===== src/rtl/sarseq_pkg.sv =====
package sarseq_pkg;

  // controller state; each comparison is a strobe-high and a strobe-low cycle
  typedef enum logic [2:0] {
    ST_SAMPLE = 3'd0,
    ST_CMPH   = 3'd1,
    ST_CMPL   = 3'd2,
    ST_NSS    = 3'd3,
    ST_GAP1   = 3'd4,
    ST_NS1    = 3'd5,
    ST_GAP2   = 3'd6,
    ST_NS2    = 3'd7
  } seqState_t;

  // strobes from control to datapath, all valid in a single cycle
  typedef struct packed {
    logic takeBit;   // resolve the bit selected by bitIdx from cmpIn
    logic takeVote;  // store one LSB vote
    logic lastVote;  // final LSB vote: resolve bit 0 and publish
    logic reload;    // return the DAC code to mid-scale
  } seqCtl_t;

  function automatic int unsigned countOnes(input logic [31:0] v);
    int unsigned n;
    n = 0;
    for (int i = 0; i < 32; i++) n += int'(v[i]);
    return n;
  endfunction

endpackage


===== src/rtl/sarseq_ctrl.sv =====
module sarseq_ctrl
  import sarseq_pkg::*;
#(
  parameter int WIDTH = 10,
  parameter int VOTES = 3,
  localparam int CNTW = $clog2(WIDTH + 1),
  localparam int IDXW = $clog2(WIDTH),
  localparam int VCW  = $clog2(VOTES)
) (
  input  logic            clk,
  input  logic            rstN,
  output seqCtl_t         ctl,
  output logic [IDXW-1:0] bitIdx,
  output logic            sampleRaw,
  output logic            cmpClk,
  output logic            nsSample,
  output logic            nsInt1,
  output logic            nsInt2
);

  seqState_t       state, nextState;
  logic [CNTW-1:0] bitCnt;
  logic [VCW-1:0]  voteCnt;
  logic            convEnd;
  logic [CNTW-1:0] idxWide;

  // bit counter runs 1..WIDTH; counter value n selects bit WIDTH-n
  assign idxWide = CNTW'(WIDTH) - bitCnt;
  assign bitIdx  = idxWide[IDXW-1:0];

  always_comb begin
    ctl       = '0;
    nextState = state;
    unique case (state)
      ST_SAMPLE: nextState = ST_CMPH;
      ST_CMPH: begin
        nextState = ST_CMPL;
        if (bitCnt != CNTW'(WIDTH)) begin
          ctl.takeBit = 1'b1;
        end else begin
          ctl.takeVote = 1'b1;
          ctl.lastVote = (voteCnt == VCW'(VOTES - 1));
        end
      end
      ST_CMPL: nextState = convEnd ? ST_NSS : ST_CMPH;
      ST_NSS:  nextState = ST_GAP1;
      ST_GAP1: nextState = ST_NS1;
      ST_NS1:  nextState = ST_GAP2;
      ST_GAP2: nextState = ST_NS2;
      ST_NS2: begin
        ctl.reload = 1'b1;
        nextState  = ST_SAMPLE;
      end
      default: nextState = ST_SAMPLE;
    endcase
  end

  always_ff @(posedge clk or negedge rstN) begin
    if (!rstN) begin
      state   <= ST_SAMPLE;
      bitCnt  <= CNTW'(1);
      voteCnt <= '0;
      convEnd <= 1'b0;
    end else begin
      state <= nextState;
      if (ctl.takeBit) bitCnt <= bitCnt + CNTW'(1);
      else if (ctl.lastVote) bitCnt <= CNTW'(1);
      if (ctl.lastVote) voteCnt <= '0;
      else if (ctl.takeVote) voteCnt <= voteCnt + VCW'(1);
      if (ctl.lastVote) convEnd <= 1'b1;
      else if (state == ST_NSS) convEnd <= 1'b0;
    end
  end

  assign sampleRaw = (state == ST_SAMPLE);
  assign cmpClk    = (state == ST_CMPH);
  assign nsSample  = (state == ST_NSS);
  assign nsInt1    = (state == ST_NS1);
  assign nsInt2    = (state == ST_NS2);

endmodule


===== src/rtl/sarseq_dpath.sv =====
module sarseq_dpath
  import sarseq_pkg::*;
#(
  parameter int WIDTH = 10,
  parameter int VOTES = 3,
  localparam int IDXW = $clog2(WIDTH)
) (
  input  logic             clk,
  input  logic             rstN,
  input  seqCtl_t          ctl,
  input  logic [IDXW-1:0]  bitIdx,
  input  logic             cmpIn,
  output logic [WIDTH-1:0] code,
  output logic             serBit,
  output logic             serValid,
  output logic             convDone,
  output logic [WIDTH-1:0] result,
  output logic             resultValid
);

  localparam logic [WIDTH-1:0] MID = WIDTH'(1) << (WIDTH - 1);

  logic [VOTES-2:0] voteSh;
  logic [VOTES-1:0] voteAll;
  logic             voteMaj;
  logic [WIDTH-1:0] codeNext;

  assign voteAll = {voteSh, cmpIn};
  assign voteMaj = countOnes(32'(voteAll)) > (VOTES / 2);

  // per-bit next code: resolve the selected bit, arm the one below it
  for (genvar i = 0; i < WIDTH; i++) begin : g_codeBit
    logic selHere, selAbove;
    assign selHere = ctl.takeBit && (bitIdx == IDXW'(i));
    if (i < WIDTH - 1) begin : g_arm
      assign selAbove = ctl.takeBit && (bitIdx == IDXW'(i + 1));
    end else begin : g_top
      assign selAbove = 1'b0;
    end
    if (i == 0) begin : g_lsb
      assign codeNext[i] = ctl.reload   ? MID[i]  :
                           ctl.lastVote ? voteMaj :
                           selAbove     ? 1'b1    :
                           selHere      ? cmpIn   : code[i];
    end else begin : g_upper
      assign codeNext[i] = ctl.reload ? MID[i] :
                           selAbove   ? 1'b1   :
                           selHere    ? cmpIn  : code[i];
    end
  end

  always_ff @(posedge clk or negedge rstN) begin
    if (!rstN) begin
      code        <= MID;
      voteSh      <= '0;
      serBit      <= 1'b0;
      serValid    <= 1'b0;
      convDone    <= 1'b0;
      result      <= '0;
      resultValid <= 1'b0;
    end else begin
      code     <= codeNext;
      serValid <= ctl.takeBit | ctl.lastVote;
      convDone <= ctl.lastVote;
      if (ctl.takeBit) serBit <= cmpIn;
      else if (ctl.lastVote) serBit <= voteMaj;
      if (ctl.takeVote) voteSh <= voteAll[VOTES-2:0];
      if (ctl.lastVote) begin
        result      <= {code[WIDTH-1:1], voteMaj};
        resultValid <= 1'b1;
      end
    end
  end

endmodule


===== src/rtl/sarseq_top.sv =====
module sarseq_top
  import sarseq_pkg::*;
#(
  parameter int WIDTH = 10,
  parameter int VOTES = 3
) (
  input  logic             clk,
  input  logic             rstN,
  input  logic             cmpIn,
  output logic             sampleEn,
  output logic             cmpClk,
  output logic [WIDTH-1:0] dacP,
  output logic [WIDTH-1:0] dacN,
  output logic             serBit,
  output logic             serValid,
  output logic             convDone,
  output logic [WIDTH-1:0] result,
  output logic             resultValid,
  output logic             nsSample,
  output logic             nsInt1,
  output logic             nsInt2
);

  localparam int IDXW = $clog2(WIDTH);

  seqCtl_t         ctl;
  logic [IDXW-1:0] bitIdx;
  logic            sampleRaw;
  logic [WIDTH-1:0] code;

  sarseq_ctrl #(.WIDTH(WIDTH), .VOTES(VOTES)) ctrl_i (
    .clk(clk), .rstN(rstN), .ctl(ctl), .bitIdx(bitIdx),
    .sampleRaw(sampleRaw), .cmpClk(cmpClk),
    .nsSample(nsSample), .nsInt1(nsInt1), .nsInt2(nsInt2)
  );

  sarseq_dpath #(.WIDTH(WIDTH), .VOTES(VOTES)) dpath_i (
    .clk(clk), .rstN(rstN), .ctl(ctl), .bitIdx(bitIdx), .cmpIn(cmpIn),
    .code(code), .serBit(serBit), .serValid(serValid), .convDone(convDone),
    .result(result), .resultValid(resultValid)
  );

  // sampling is held off while reset is asserted
  assign sampleEn = sampleRaw & rstN;
  assign dacP     = code;
  assign dacN     = ~code;

endmodule


===== config.mk =====
export PLATFORM = sky130hd
export DESIGN_NAME = sarseq_top
export DESIGN_NICKNAME = d
export VERILOG_FILES = /design/src/rtl/sarseq_pkg.sv /design/src/rtl/sarseq_ctrl.sv /design/src/rtl/sarseq_dpath.sv /design/src/rtl/sarseq_top.sv
export SDC_FILE = /design/constraint.sdc
export NUM_CORES = 1
export LEC_CHECK = 0
export BUFFER_PORTS_ARGS = -buffer_cell sky130_fd_sc_hd__buf_2
export CAP_MARGIN = 15
export CORE_MARGIN = 3
export CORE_UTILIZATION = 53
export CTS_CLUSTER_DIAMETER = 40
export DETAILED_ROUTE_END_ITERATION = 8
export GPL_TIMING_DRIVEN = 0
export PLACE_DENSITY = 0.78
export SYNTH_ARGS = -nofsm -noshare
export SYNTH_HDL_FRONTEND = slang
export SYNTH_SLANG_ARGS = --single-unit

===== constraint.sdc =====
create_clock -name clk -period 2.4 [get_ports clk]
set_input_delay 0.36 -clock clk [delete_from_list [all_inputs] [get_ports clk]]
set_output_delay 0.36 -clock clk [all_outputs]
set_load 0.01 [all_outputs]

==> results.py, run 1 <==
metrics = {
    "final_layout": {
        "stdcell_area_mm2": 0.00223,
        "layout_common_cells": "43 x buf_2, 34 x dfrtp_1, 22 x nand2_1, 15 x inv_1, 15 x o21ai_0",
        "diodes": 0,
        "drive_gt1_frac": 0.311,
        "synthToLayoutAreaGrowth_pct": 17.1,
        "final_core_utilization": 0.657,
        "final_cell_count_no_fill": 287,
        "final_common_cell": "buf_2",
        "nNetsFinal": 251,
    },
    "drt": {
        "top_layer": "met4",
        "wl_met2_mm": 1.72,
        "drtAntennaViolNets": 0,
        "wl_met3_um": 249,
        "drt-total-wl_mm": 3.83,
        "dr.pass1.iters": 5,
        "wirelength_met1_mm": 1.79,
        "drt_iter0_markers": 87,
        "avgRoutedWirePerCell_um": 13.3,
        "via_per_inst": 5.37,
        "drc": 0,
        "vias": 1541,
    },
    "timing": {
        "relSlewSlack": 0.479,
        "finalCriticalPeriod_ns": 2.17,
        "setup_viol": 0,
        "fin_crit_sh": 0.902,
        "hold-worst-slack_ns": 0.0890,
        "max_freq_mhz": 462,
        "worst_pin_slew_ns": 0.781,
        "drv_slew": 0,
        "rsz0062_at_grt": "no",
        "final-hold-violation-count": 0,
        "setup_tns_ns": 0,
        "skew_ns": 0.00918,
    },
    "yosys": {
        "synth_fa_ha_area_frac": 0.0526,
        "synthSimpleGateAreaFrac": 0.182,
        "synthMuxAreaShare": 0.0237,
        "synth_top_family_by_area": "compound AO/OA/AOI/OAI gates",
        "synth.avg_cell_area_um2": 9.91,
        "synth_seq_cells": 36,
        "yosys_warnings": 0,
        "syn_nets": 203,
        "yosysSeqAreaShare": 0.475,
        "synth-xor-area-share": 0.0138,
        "syn_area_mm2": 0.00190,
        "synth_edf_count": 0,
        "synthTopCellsByArea": "dfrtp_1 45%, ha_1 5.3%, nand2_1 4.3%",
        "synthArstFlopShare": 1.00,
        "yosysTopAreaCell": "dfrtp_1",
        "synth_compound_area_frac": 0.189,
        "synthFlopType": "dfrtp_1",
        "syn_inst": 192,
        "synth_top_cell_area_share": 0.447,
        "synth_cell_type_count": 52,
    },
    "floorplanning": {
        "fp.dieW_um": 65.9,
        "dieArea_mm2": 0.00434,
        "core-area_mm2": 0.00339,
        "ios": 42,
        "initial_utilization": 0.561,
        "die-height_um": 65.9,
        "rows": 21,
    },
    "placement": {
        "portBuffers": 41,
        "dpl.cell_count": 279,
        "gp_congestion": 0.882,
        "hpwl_mm": 2.93,
        "place_area_mm2": 0.00216,
    },
    "power": {
        "ir_drop_v": 0.000323,
        "power_frac_comb": 0.074,
        "pwr-share-clk": 0.321,
        "power.density_mw_per_mm2": 472,
        "seq_power_share": 0.605,
        "swShare": 0.239,
        "internal_power_w": 0.000799,
        "power.switching_w": 0.000252,
        "power_leakage_nw": 1.09,
    },
    "clock_tree": {
        "cts_resized": 0,
        "insertion_delay_ns": 0.34,
        "cts_made_buffers": 5,
        "clock-sinks": 36,
        "postCtsHoldBufs": 0,
        "clockRootBuffer": "clkbuf_4",
        "clk_path_buf_depth": 2,
        "cts_tree": "built",
        "htreeDepth": 2,
        "cts_setup_buffers": 0,
        "path_clk_slew_ns": 0.10,
    },
    "critical_path": {
        "critical_path.endpoint_type": "flop",
        "required_ns": 2.64,
        "worst_ep_arrival_time_ns": 2.40,
        "start_kind": "flop",
        "critPathKind": "flop to flop",
        "cp_max_fo": 7,
    },
    "global_route": {
        "grt_pass1_vias": 1380,
        "grt_usage": 0.198,
        "antenna_found_initial": 0,
        "overflow": 0,
        "grt_max_degree": 38,
        "grt_pass1_wl_mm": 6.47,
    },
    "hold_path": {
        "hp-class": "input port to asynchronous set/reset pin",
    },
    "outcome": {
        "status": "completed",
    },
    "run": {
        "max_cap_violations": 0,
    },
}
## worst max-delay path, stage by stage, from the launching register on
cell	delay [ns]
dfstp_2	0.61
nand2_1	0.13
xor2_1	0.22
o31ai_2	0.61
a31oi_1	0.20
a311oi_1	0.30
## area by class of cell
cell class / instances / area (um^2)
inverters: 18 / 73.8
clock buffers: 7 / 55.1
repair buffers: 41 / 205
fillers: 303 / 1160
well taps: 46 / 57.6
multi-input cells: 129 / 877
clock inverters: 1 / 7.51
plain buffers: 9 / 47.5
flip-flops and latches: 36 / 903
## metrics by stage
step,worst slack (ns),total power [W]
global placement,0.314,0.000726
CTS,0.240,0.00106
finish,0.234,0.00105
global route,0.107,0.00110
floorplan,0.521,0.000684
detailed placement,0.255,0.000727
## final timing paths
| kind | from | cells after the start | slack (ns) | end |
|---|---|---|---|---|
| max | ctrl_i.bitCnt[0] | 5 | 0.23 | dpath_i.code[2] |
| min in group clk | dpath_i.resultValid | 1 | 0.48 | dpath_i.resultValid |
| min reg2reg | dpath_i.resultValid | 1 | 0.48 | dpath_i.resultValid |
| min | rstN | 1 | 0.09 | dpath_i.result[3] |
| max in group asynchronous | rstN | 1 | 1.82 | ctrl_i.bitCnt[2] |
| max reg2reg | ctrl_i.bitCnt[0] | 5 | 0.23 | dpath_i.code[2] |
## state kept, by name, summed over array words and instances, names as in the netlist
name and count:
dpath_i.result 10, dpath_i.convDone 1, dpath_i.serValid 1, ctrl_i.voteCnt 2, dpath_i.resultValid 1, ctrl_i.state 3, ctrl_i.bitCnt 4, dpath_i.code 10
dpath_i.voteSh 2, dpath_i.serBit 1, ctrl_i.convEnd 1
## synth_stat cells (all sizes together) (2+ instances only)
library cell and n:
nand3 5, o21ai 17, clkinv 3, nor3 3, nor3b 2, o32ai 2
inv 15, nand2 24, a211oi 5, a31oi 3, nor4b 2, dfstp 2
nor2 15, a21oi 7, nand4 2, clkbuf 5, nand2b 4, a311oi 2
ha 8, dfrtp 34, buf 4, xnor2 2, and3 2, or2 2
nor2b 2, mux2 4, o31ai 3
## layer usage
layer | GRT usage | up-vias
met1 | 0.262 | 721
met5 | 0 | -
met4 | 0.0725 | 0
met3 | 0.0663 | 11
li1 | - | 768
met2 | 0.300 | 41
## cells by family after synthesis
kind of cell               after synthesis
AOI/OAI and AO/OA                       49
xor gates and xnor gates                 3
adders and majority gates                8
buffers and inverters                   27
DFF                                     36
muxes                                    4
and+or+nand+nor                         65
## power groups by stage
stage,registers [W],clock network [W],logic [W]
3_3_place_gp,0.000647,0,0.0000786
6_report,0.000635,0.000338,0.0000778
3_5_place_dp,0.000648,0,0.0000799
5_1_grt,0.000638,0.000378,0.0000882
2_1_floorplan,0.000656,0,0.0000283
4_1_cts,0.000636,0.000347,0.0000801
(Power assumes the default switching activity.)
==> run 2, diff against run 1 <==
CAP_MARGIN = 20   (was 15)
CORE_UTILIZATION = 50   (was 53)
PLACE_DENSITY = 0.75   (was 0.78)
SYNTH_HIERARCHICAL = 1   (was default)
==> run 2 against run 1 <==
Against the previous run: final cell count shrank 15%; fmax is 4.1% lower; worst hold slack better by 0.0082 ns; clock skew up 0.00072 ns; global-route usage decreased by 0.90 points; critical endpoint is now dpath_i/result[9]; largest cell class unchanged; largest power group unchanged.
==> results.py, run 2 <==
metrics = {
    "critical_path": {
        "cp_slowest_cell": "dfrtp_1",
        "required_ns": 2.63,
        "cpPeakStageDelay_ns": 0.46,
        "r2r_setup_slack_ns": 0.14,
        "worstRegToRegCells": 7,
        "critPathKind": "flop to flop",
        "critical_path.endpoint_type": "flop",
        "start_kind": "flop",
        "worst_ep_arrival_time_ns": 2.49,
        "crit_chain": "or3b_1 > buf_6 > nor2_4 > and2_1 > buf_2 > buf_4 > mux2_2",
        "cp_max_fo": 10,
    },
    "timing": {
        "setup_viol": 0,
        "finalCriticalPeriod_ns": 2.26,
        "skew_ns": 0.00991,
        "rsz0062_at_grt": "no",
        "max_freq_mhz": 443,
        "fin_crit_sh": 0.941,
        "relSlewSlack": 0.465,
        "drv_slew": 0,
        "setup_tns_ns": 0,
        "setup_ws_ns": 0.142,
        "worst_pin_slew_ns": 0.802,
        "final-hold-violation-count": 0,
    },
    "placement": {
        "hpwl_mm": 2.64,
        "post-place-ws_ns": 0.0861,
        "dpl.cell_count": 237,
        "gp_congestion": 0.794,
        "portBuffers": 41,
        "place_area_mm2": 0.00202,
    },
    "yosys": {
        "synth_edf_count": 0,
        "ys_top_cells_by_count": "34 x dfrtp_1, 16 x inv_1, 11 x mux2_2, 8 x a211oi_1, 8 x nor2_1",
        "yosysSeqAreaShare": 0.512,
        "yosys_warnings": 6,
        "synthFlopType": "dfrtp_1",
        "synth_top_cell_area_share": 0.483,
        "syn_nets": 160,
        "syn_inst": 152,
        "synth_seq_cells": 36,
        "synth_most_common_cell": "dfrtp_1",
        "yosysTopAreaCell": "dfrtp_1",
        "synth.avg_cell_area_um2": 11.6,
        "synth_cell_type_count": 47,
        "synthTopCellsByArea": "dfrtp_1 48%, mux2_2 7.0%, ha_1 3.5%",
        "synthArstFlopShare": 1.00,
        "syn_area_mm2": 0.00176,
    },
    "power": {
        "power_leakage_nw": 1.01,
        "power.density_mw_per_mm2": 506,
        "p_total_w": 0.00106,
        "ir_drop_v": 0.000418,
    },
    "clock_tree": {
        "cts_made_buffers": 5,
        "cts_tree": "built",
        "cts_setup_buffers": 0,
        "clk_path_buf_depth": 2,
        "clockRootBuffer": "clkbuf_4",
        "path_clk_slew_ns": 0.11,
        "clock-sinks": 36,
        "htreeDepth": 2,
        "insertion_delay_ns": 0.34,
    },
    "drt": {
        "drc": 0,
        "drt_iter0_markers": 39,
        "vias": 1334,
        "via_per_inst": 5.44,
        "drt-total-wl_mm": 3.56,
        "dr.pass1.iters": 4,
        "drtAntennaViolNets": 0,
        "avgRoutedWirePerCell_um": 14.5,
    },
    "final_layout": {
        "final_common_cell": "buf_2",
        "synthToLayoutAreaGrowth_pct": 18.5,
        "nNetsFinal": 208,
        "diodes": 0,
        "layout_common_cells": "43 x buf_2, 34 x dfrtp_1, 16 x inv_1, 11 x mux2_2",
        "drive_gt1_frac": 0.418,
        "stdcell_area_mm2": 0.00209,
        "top_regs": "dpath_i/code: 10 flops, dpath_i/result: 10 flops, ctrl_i/bitCnt: 4 flops",
        "final_cell_count_no_fill": 245,
    },
    "global_route": {
        "overflow": 0,
        "grt_pass1_wl_mm": 6.18,
        "antenna_found_initial": 0,
        "grt_usage": 0.189,
        "grt_max_degree": 38,
        "grt_pass1_vias": 1364,
    },
    "floorplanning": {
        "ios": 42,
        "rows": 20,
        "dieArea_mm2": 0.00427,
        "core-area_mm2": 0.00320,
        "die-height_um": 65.4,
        "initial_utilization": 0.550,
        "fp.dieW_um": 65.4,
    },
    "hold_path": {
        "hp-class": "input port to asynchronous set/reset pin",
    },
    "outcome": {
        "status": "completed",
    },
    "run": {
        "max_cap_violations": 0,
    },
}
[run 2: cell types whose count changed after synthesis, moves of 4 or more]
cell and change:
a211oi_1 +4, a21oi_1 -4, mux2_2 +7, mux2i_1 +5, nand2_1 -19, nor2_1 -6, nor3_1 +4, o21ai_0 -12
[run 2: final timing paths]
kind / from / end
max in group asynchronous: rstN / dpath_i/convDone
setup reg to reg: ctrl_i/state[1] / dpath_i/result[9]
hold / removal: rstN / dpath_i/result[2]
min in group clk: dpath_i/resultValid / dpath_i/resultValid
hold reg to reg: dpath_i/resultValid / dpath_i/resultValid
setup / recovery: ctrl_i/state[1] / dpath_i/result[9]
[run 2: cells by family after synthesis]
family | Yosys count | share of synthesized area
compound gates | 28 | 0.120
xor+xnor | 3 | 0.0149
fa+ha+maj | 5 | 0.0355
buf+inv | 26 | 0.0695
flops | 36 | 0.512
mux | 16 | 0.0987
simple gates | 38 | 0.149
[run 2: repair_timing]
action / CTS / global route
resized for setup: 0 / 2
setup endpoints to repair: 0 / 7
endpoints found under the hold margin: 0 / 0
hold buffers: 0 / 0
[run 2: per-layer routing]
layer | up-vias | global-route usage | wire (um)
li1 | 639 | - | -
met1 | 662 | 0.213 | 1490
met2 | 28 | 0.340 | 1880
met3 | 5 | 0.0410 | 144
met4 | 0 | 0.0829 | 45
met5 | - | 0 | 0
[run 2: power by group]
group	internal [W]	switching [W]	leakage, nW	total, W
registers	0.000626	0.0000134	0.432	0.000639
clock network	0.000143	0.000195	0.0315	0.000338
logic	0.0000346	0.0000456	0.550	0.0000802
[run 2: layout make-up]
type	instances	area, um^2
buffer	9	56.3
multi-input combinational	90	737
timing repair buffer	41	205
tap	44	55.1
fill	274	1110
inverter	17	68.8
clock inverter	1	7.51
clock buffer	7	55.1
sequential	36	903
[run 2: worst max-delay path, delay by kind of cell, from the launching register on]
kind / cells / cell delay (ns)
and+or+nand+nor: 3 / 0.75
muxes: 1 / 0.35
DFF: 1 / 0.46
buffers and inverters: 3 / 0.58
[run 2: per-stage QoR]
stage	hold WS, ns	util
after CTS	0.110	0.651
after global routing	0.131	0.652
after floorplan	0.0644	-
after global placement	0.449	0.632
after detailed placement	0.452	0.632
final	0.0971	0.652
==> run 3, diff against run 2 <==
CORE_ASPECT_RATIO = 1.25   (was default)
==> run 3 against run 2 <==
Against the previous run: register-to-register slack improved by 0.03 ns; highest routed layer unchanged; non-clock buffer count unchanged; sequential power about the same; fmax increased by 1.3%.
==> results.py, run 3 (synthesis gave the netlist of run 2 again) <==
metrics = {
    "drt": {
        "avgRoutedWirePerCell_um": 14.0,
        "drc": 0,
        "vias": 1293,
        "via_per_inst": 5.43,
        "dr.pass1.iters": 4,
        "drt-total-wl_mm": 3.33,
        "drt_iter0_markers": 43,
        "drtAntennaViolNets": 0,
    },
    "timing": {
        "skew_ns": 0.00510,
        "max_freq_mhz": 449,
        "setup_tns_ns": 0,
        "finalCriticalPeriod_ns": 2.23,
        "rsz0062_at_grt": "no",
        "setup_viol": 0,
        "setup_ws_ns": 0.171,
        "worst_pin_slew_ns": 0.793,
        "final-hold-violation-count": 0,
        "relSlewSlack": 0.471,
        "drv_slew": 0,
        "fin_crit_sh": 0.929,
    },
    "global_route": {
        "grt_usage": 0.180,
        "overflow": 0,
        "grt_max_degree": 38,
        "antenna_found_initial": 0,
        "grt_pass1_vias": 1311,
        "grt_pass1_wl_mm": 5.82,
    },
    "power": {
        "ir_drop_v": 0.000478,
        "internal_power_w": 0.000968,
        "pwr-share-clk": 0.426,
        "power_leakage_nw": 1.04,
        "power.switching_w": 0.000283,
        "p_total_w": 0.00125,
        "power.density_mw_per_mm2": 587,
        "seq_power_share": 0.511,
        "power_frac_comb": 0.064,
        "swShare": 0.226,
    },
    "floorplanning": {
        "rows": 23,
        "fp.dieW_um": 59.1,
        "die-height_um": 72.4,
        "dieArea_mm2": 0.00428,
        "initial_utilization": 0.537,
        "core-area_mm2": 0.00328,
        "ios": 42,
    },
    "final_layout": {
        "final_common_cell": "buf_2",
        "drive_gt1_frac": 0.423,
        "synthToLayoutAreaGrowth_pct": 20.7,
        "final_core_utilization": 0.649,
        "layout_common_cells": "43 x buf_2, 34 x dfrtp_1, 16 x inv_1, 11 x mux2_2",
        "diodes": 0,
        "nNetsFinal": 208,
        "fillCellCount": 273,
        "top_regs": "dpath_i/code: 10 flops, dpath_i/result: 10 flops, ctrl_i/bitCnt: 4 flops",
    },
    "clock_tree": {
        "cts_made_buffers": 5,
        "cts_setup_buffers": 0,
        "insertion_delay_ns": 0.29,
        "clock-sinks": 36,
        "cts_resized": 0,
        "clk_path_buf_depth": 2,
        "clockRootBuffer": "clkbuf_8",
        "cts_tree": "built",
        "htreeDepth": 2,
        "path_clk_slew_ns": 0.07,
        "postCtsHoldBufs": 0,
    },
    "critical_path": {
        "critical_path.endpoint_type": "flop",
        "worst_ep_arrival_time_ns": 2.41,
        "crit_chain": "or3b_1 > buf_6 > nor2_4 > and2_1 > buf_2 > clkbuf_4 > mux2_2",
        "cpPeakStageDelay_ns": 0.44,
        "critPathKind": "flop to flop",
        "start_kind": "flop",
        "cp_max_fo": 10,
        "required_ns": 2.58,
        "cp_slowest_cell": "dfrtp_1",
    },
    "placement": {
        "hpwl_mm": 2.44,
        "portBuffers": 41,
        "post-place-ws_ns": 0.122,
        "gp_congestion": 0.786,
    },
    "outcome": {
        "status": "completed",
    },
    "run": {
        "max_cap_violations": 0,
    },
    "hold_path": {
        "hp-class": "input port to asynchronous set/reset pin",
    },
}
## run 3: cell count changes in the layout (fill, tap and decap cells not counted)
cell,delta
clkinv_2,+1
bufinv_16,+1
clkbuf_1,-1
clkbuf_4,-4
buf_4,-1
clkbuf_8,+4
## run 3: area by class of cell
| class | count | area, um^2 | share of cell area |
|---|---|---|---|
| sequential | 36 | 903 | 0.424 |
| multi-input combinational | 90 | 737 | 0.346 |
| timing repair buffer | 41 | 205 | 0.0964 |
| clock buffer | 5 | 68.8 | 0.0323 |
| inverter | 17 | 68.8 | 0.0323 |
| buffer | 9 | 56.3 | 0.0265 |
| tap | 37 | 46.3 | 0.0218 |
| clock inverter | 3 | 42.5 | 0.0200 |
## run 3: power by group through the flow
stage | Sequential (W) | Combinational [W] | Clock, W
after floorplan | 0.000658 | 0.0000298 | 0
after global placement | 0.000649 | 0.0000791 | 0
after detailed placement | 0.000651 | 0.0000819 | 0
after CTS | 0.000639 | 0.0000820 | 0.000541
after global routing | 0.000642 | 0.0000883 | 0.000562
final | 0.000639 | 0.0000796 | 0.000532
## run 3: critical path: cells and delay by family (launching register included)
family	cells	cell delay, ns
AND/OR/NAND/NOR	3	0.73
multiplexers	1	0.35
flip-flops	1	0.44
buffers and inverters	3	0.60
## run 3: layer usage
layer	wire [um]	up-vias	share of wire	GRT usage
met1	1350	624	0.41	0.196
met2	1720	33	0.52	0.316
met5	0	-	0	0
li1	-	628	-	-
met3	193	8	0.058	0.0552
met4	58	0	0.017	0.0806
## run 3: final timing paths
path                                    from                 to  slack, ns  depth (start not counted)
setup / recovery             ctrl_i/state[1]  dpath_i/result[7]       0.17                          7
hold reg to reg            dpath_i/result[0]  dpath_i/result[0]       0.47                          1
setup reg to reg             ctrl_i/state[1]  dpath_i/result[7]       0.17                          7
hold / removal                          rstN    dpath_i/code[4]       0.14                          1
min in group clk           dpath_i/result[0]  dpath_i/result[0]       0.47                          1
max in group asynchronous               rstN    ctrl_i/state[2]       1.75                          1
## run 3: metrics by stage
| step | hold WS [ns] | std cells | area, um^2 |
|---|---|---|---|
| 3_3_place_gp | 0.445 | 230 | 2010 |
| 3_5_place_dp | 0.460 | 230 | 2010 |
| 4_1_cts | 0.174 | 238 | 2130 |
| 6_report | 0.142 | 238 | 2130 |
| 2_1_floorplan | 0.0644 | 152 | 1760 |
| 5_1_grt | 0.209 | 238 | 2130 |
